File: src/rtl/segdrv_pkg.sv
package segdrv_pkg;

  // Strobes the control decoder hands to the per-segment datapath.
  typedef struct packed {
    logic pickHalfB;  // take the bit from half B instead of half A
    logic forceOn;    // every segment lit
    logic forceOff;   // every segment dark (already masked by forceOn)
    logic refLevel;   // level a dark segment follows
  } segStrobes_t;

endpackage

File: src/rtl/segdrv_ctrl.sv
module segdrv_ctrl
  import segdrv_pkg::*;
(
  input  logic        dutyMode,
  input  logic        comWave,
  input  logic        comBSel,
  input  logic        testAllOn,
  input  logic        blankAll,
  input  logic        expanderEn,
  input  logic        expPolarity,
  output segStrobes_t strobes
);

  always_comb begin
    // Port mode never multiplexes; only half-duty with common B selected does.
    strobes.pickHalfB = dutyMode && comBSel && !expanderEn;
    // Light-all wins over blank-all.
    strobes.forceOn   = testAllOn;
    strobes.forceOff  = blankAll && !testAllOn;
    // Port mode swaps the alternating common for a fixed polarity level.
    strobes.refLevel  = expanderEn ? expPolarity : comWave;
  end

endmodule

File: src/rtl/segdrv_lanes.sv
module segdrv_lanes
  import segdrv_pkg::*;
#(
  parameter int SEG_COUNT = 80
) (
  input  logic                 clk,
  input  logic                 rst_n,
  input  segStrobes_t          strobes,
  input  logic [SEG_COUNT-1:0] halfA,
  input  logic [SEG_COUNT-1:0] halfB,
  output logic [SEG_COUNT-1:0] segOut
);

  logic [SEG_COUNT-1:0] segNext;

  for (genvar n = 0; n < SEG_COUNT; n++) begin : g_lane
    logic pickedBit;
    logic litBit;

    always_comb begin
      pickedBit = strobes.pickHalfB ? halfB[n] : halfA[n];
      if (strobes.forceOn)       litBit = 1'b1;
      else if (strobes.forceOff) litBit = 1'b0;
      else                       litBit = pickedBit;
      // Lit drives against the reference, dark follows it.
      segNext[n] = strobes.refLevel ^ litBit;
    end
  end

  always_ff @(posedge clk or negedge rst_n) begin
    if (!rst_n) segOut <= '0;
    else        segOut <= segNext;
  end

endmodule

File: src/rtl/segment_mux_driver.sv
module segment_mux_driver
  import segdrv_pkg::*;
#(
  parameter int SEG_COUNT = 80,
  localparam int LATCH_BITS = 2 * SEG_COUNT
) (
  input  logic                  clk,
  input  logic                  rst_n,
  input  logic [LATCH_BITS-1:0] latchBits,
  input  logic                  dutyMode,
  input  logic                  comWave,
  input  logic                  comBSel,
  input  logic                  testAllOn,
  input  logic                  blankAll,
  input  logic                  expanderEn,
  input  logic                  expPolarity,
  output logic [SEG_COUNT-1:0]  segOut
);

  segStrobes_t strobes;

  segdrv_ctrl ctrl_i (
    .dutyMode    (dutyMode),
    .comWave     (comWave),
    .comBSel     (comBSel),
    .testAllOn   (testAllOn),
    .blankAll    (blankAll),
    .expanderEn  (expanderEn),
    .expPolarity (expPolarity),
    .strobes     (strobes)
  );

  segdrv_lanes #(.SEG_COUNT(SEG_COUNT)) lanes_i (
    .clk     (clk),
    .rst_n   (rst_n),
    .strobes (strobes),
    .halfA   (latchBits[SEG_COUNT-1:0]),
    .halfB   (latchBits[LATCH_BITS-1:SEG_COUNT]),
    .segOut  (segOut)
  );

endmodule

File: config.mk
export PLATFORM = sky130hd
export DESIGN_NAME = segment_mux_driver
export DESIGN_NICKNAME = d
export VERILOG_FILES = /design/src/rtl/segdrv_pkg.sv /design/src/rtl/segdrv_ctrl.sv /design/src/rtl/segdrv_lanes.sv /design/src/rtl/segment_mux_driver.sv
export SDC_FILE = /design/constraint.sdc
export NUM_CORES = 1
export LEC_CHECK = 0
export CORE_MARGIN = 8
export CORE_UTILIZATION = 38
export DETAILED_ROUTE_END_ITERATION = 8
export PLACE_DENSITY = 0.81
export SLEW_MARGIN = 20
export SYNTH_ARGS = -nofsm -noshare
export SYNTH_HDL_FRONTEND = slang
export SYNTH_HIERARCHICAL = 1
export SYNTH_SLANG_ARGS = --single-unit
File: constraint.sdc
create_clock -name clk -period 0.8 [get_ports clk]
set_input_delay 0.08 -clock clk [delete_from_list [all_inputs] [get_ports clk]]
set_output_delay 0.08 -clock clk [all_outputs]
set_load 0.02 [all_outputs]
After elaboration in Yosys (flattened, before gate mapping)

Cells that the tools add are included.

Output and inout port bits: 80
Logic and storage cells: 327
Bits of input ports: 169
Register bits after elaboration: 80

Mux-type cells: 241
Reduce and logical (&&, ||, !) cells: 5
Bitwise operators: 80

Operators with widths:

| cell              | count |
|---|---|
| 1-bit two-way mux | 241 |
| 1-bit bitwise XOR | 80 |
| 1-bit logical AND | 3 |
| 1-bit logical NOT | 2 |

Logic depth before layout (Yosys ltp)

Word-level depth: 6
Depth in mapped cells: 6
Depth with buffers taken out: 4

By module

Netlist, hierarchy kept.

Modules (own cells, without submodules):

| module       | cells an instance | area an instance (um2) | seq. area each (um2) | instances |
|---|---|---|---|---|
| segdrv_lanes | 360               | 4204.0                 | 2001.9               | 1 |
| segdrv_ctrl  | 4                 | 38.8                   | 0.0                  | 1 |

Least setup slack after synthesis

OpenSTA, ideal clock, no wires.

Path kind: input -> register
Start: in expanderEn
End: reg lanes_i.segOut[20]
Buffers on the path: 2
Path slack: -400 ps
Data required time: 680 ps
Arrival: 1080 ps
Stages: 6
Library setup time: 120 ps
Path through: mux2_4 or2_1 buf_2 buf_6 mux2i_1 nor2_1

Longest elaborated chain between the ends: 6
Elaborated cells between the ends (all ways): 7
Classes of those cells: mux: 4; bitwise: 1; reduce/logical: 2

Ends and longest elaborated chain:

| what                    | RTL line                 | text |
|---|---|---|
| start: declaration      | segment_mux_driver.sv:15 | `input logic expanderEn,` |
| 1-bit logical NOT       | segdrv_ctrl.sv:16        | `strobes.pickHalfB = dutyMode && comBSel && !expanderEn;` |
| 1-bit logical AND       | segdrv_ctrl.sv:16        |  |
| 1-bit two-way mux       | segdrv_lanes.sv:21       | `pickedBit = strobes.pickHalfB ? halfB[n] : halfA[n];` |
| 1-bit two-way mux       | segdrv_lanes.sv:23       | `else if (strobes.forceOff) litBit = 1'b0;` |
| 1-bit two-way mux       | segdrv_lanes.sv:22       | `if (strobes.forceOn) litBit = 1'b1;` |
| 1-bit bitwise XOR (*)   | segdrv_lanes.sv:26       | `segNext[n] = strobes.refLevel ^ litBit;` |
| net lanes_i.segNext[20] | segdrv_lanes.sv:14       | `logic [SEG_COUNT-1:0] segNext;` |
| end signal: assignment  | segdrv_lanes.sv:32       | `else segOut <= segNext;` |
| end: declaration        | segdrv_lanes.sv:11       | `output logic [SEG_COUNT-1:0] segOut` |

Mark *: on every way through the listed nets, which the timed path passes. The rest lies on a longest branch.

==> impl_metrics.toml <==
[cells_and_area]
drive_above_1_share = 0.370
fin_util = 0.795
regMostFlops = "lanes_i/segOut"
antennaDiodeCount = 0
multi_input_area_um2 = 2740
synthToLayoutAreaGrowth_pct = 104
ff_latch_area_um2 = 2000
fill_cells = 606
biggestRegsByFlops = "lanes_i/segOut (80)"
largest_reg_flops = 80
fin_nets = 803
stdcell_count = 778
fin_area_um2 = 8660

[timing]
maxSlewViolCount = 0
worst_slack_ps = -463
rsz0062_at_grt = "true"
period_share = 1.58
worst_pin_slew_ps = 262
fmax_mhz = 792
tns_ps = -41550
max_slew_margin = 0.821
layout_min_cycle_time_ps = 1260
finalSetupViolCount = 160
final_hold_viol_count = 0

[clocking]
cts_buffer_depth = 2
htree_levels = 3
cts_buffers = 9
cts_root_buffer = "clkbuf_8"
path_clk_slew_ps = 80
clkSinkCount = 80
cts_tree = "yes"

[die]
start_util = 0.390
fp-row-count = 38
die-height_um = 122
dieArea_um2 = 14800
io_pins = 249
fp.coreArea_um2 = 10900
die_width_um = 122

[placed_design]
gp_congestion = 0.815
hpwl_um = 10400
port_buffers = 248
dpl_cell_area_um2 = 6860
place_ws_ps = -1090
dp.cells = 730

[pwr]
vdd.ir_drop.worst_mv = 0.955
net-switching-power_mw = 4.15
p_per_area_nw_per_um2 = 1580
power_leakage_nw = 3.64
seq_power_share = 0.353
pwr-share-clk = 0.245
combinationalPowerShare = 0.402
power.switching_fraction = 0.304
intPower_mw = 9.50

[yosys]
syn_avg_cell_area_um2 = 11.7
synth_most_common_cell = "mux2i_1"
synth_top_area_frac = 0.472
synth_common_cells = "mux2i_1, dfrtp_1, nor2_1"
synthCells = 364
synth.area.top_cells = "dfrtp_1, mux2i_1, nor2_1, buf_6, buf_2"
yosys_warnings = 6
syn_nets = 533
synth_area_um2 = 4240
ys_async_sr_fraction = 1.00
synth_edf_count = 0
synth_top_cell_by_area = "dfrtp_1"
synth_seq_cells = 80
synth_seq_area_share = 0.472
synth-main-ff-cell = "dfrtp_1"
yosysUniqueCellTypes = 15

[worst_setup_path]
endpoint_kind = "flop"
critPathRequiredTime_ps = 1040
crit_slowest_cell = "and3b_4"
cp_max_fo = 6
crit_top_cell = "buf_12"
slowest_delay_ps = 310
crit_type = "in2reg"
path_cells = "buf_6 > and3b_4 > buf_12 > buf_12 > buf_16 > mux2i_4 > mux2i_2 > nor2_4"
start_kind = "input port"
worstPathArrival_ps = 1500

[job]
cap_violations = 0

[route]
antenna_left = 0
via_count = 3987
drc_errors = 0
wirelength_um = 18600
avgViaCountPerCell = 5.12
drt-initial-drc-count = 135
drt_pre_antenna_iters = 4
wl_per_cell_um = 23.9

[grt]
first_global_vias = 4551
grt_max_degree = 41
grt_usage = 0.237
grt-ovfl-total = 0
grt_pass1_wl_um = 26300
antenna_found_initial = 0

[run_status]
outcome = "complete, but fails checks"
violations = "setup timing"

[hold_path]
hp-class = "in2async"
==> critical path, delay by kind of cell <==
family / cells / cell delay (ps)
mux: 2 / 560
buf+inv: 4 / 490
simple gates: 2 / 350
==> repair_timing <==
action	4_1_cts	5_1_grt
endpoints found under the setup margin	160	160
cloned	18	1
gates resized for setup	597	74
pin swaps	14	12
setup buffers	16	0
hold buffers	1	0
endpoints found under the hold margin	80	0
==> layout by cell type (no fill, tap or decap), types with 2 or more instances in the layout <==
cell type / count
clkdlybuf4s50_1: 160
buf_6: 86
mux2i_1: 86
dfrtp_1: 80
nor2_1: 70
mux2i_4: 46
mux2i_2: 28
buf_16: 17
buf_12: 14
clkbuf_8: 11
nor2_4: 8
buf_4: 7
bufinv_16: 2
dlygate4sd2_1: 2
clkdlybuf4s15_1: 2
buf_2: 2
nor2_2: 2
buf_8: 2
==> power groups by stage <==
stage / clock network (mW) / registers (mW) / logic [mW]
global placement: 0 / 4.76 / 4.17
detailed placement: 0 / 4.78 / 4.23
floorplan: 0 / 5.47 / 1.20
global route: 3.58 / 4.86 / 5.74
CTS: 3.40 / 4.82 / 5.16
finish: 3.34 / 4.82 / 5.48
==> worst max path at each step <==
| stage | from | end | slack, ps |
|---|---|---|---|
| after detailed placement | expanderEn | lanes_i/segOut[16] | -1090 |
| after global placement | expanderEn | lanes_i/segOut[2] | -1050 |
| final | expanderEn | lanes_i/segOut[38] | -460 |
| after CTS | expanderEn | lanes_i/segOut[72] | -410 |
| after floorplan | expanderEn | lanes_i/segOut[21] | -360 |
| after global routing | expanderEn | lanes_i/segOut[38] | -500 |
==> metrics by stage <==
step           total power [mW]  hold slack, ps
3_3_place_gp               8.93           -66.6
5_1_grt                    14.2             137
3_5_place_dp               9.01           -64.9
2_1_floorplan              6.66            -216
6_report                   13.6             145
4_1_cts                    13.4             104
==> per-layer routing <==
metal,vias to the layer above,track usage,part of all wire
met4,0,0.0941,0.024
li1,1794,-,-
met3,33,0.0689,0.094
met5,-,0,0
met2,202,0.418,0.52
met1,1958,0.263,0.36
==> logic make-up after synthesis <==
family | synth area share
AO/OA/AOI/OAI | 0.00118
buffers and inverters | 0.0661
flip-flops | 0.472
multiplexers | 0.381
AND/OR/NAND/NOR | 0.0799
==> final cells by class <==
type / count / area share
clock inverter: 3 / 0.00752
multi-input combinational: 248 / 0.317
tap: 140 / 0.0202
sequential: 80 / 0.231
clock buffer: 12 / 0.0179
timing repair buffer: 295 / 0.406
Power figures use the tool's default switching activity.
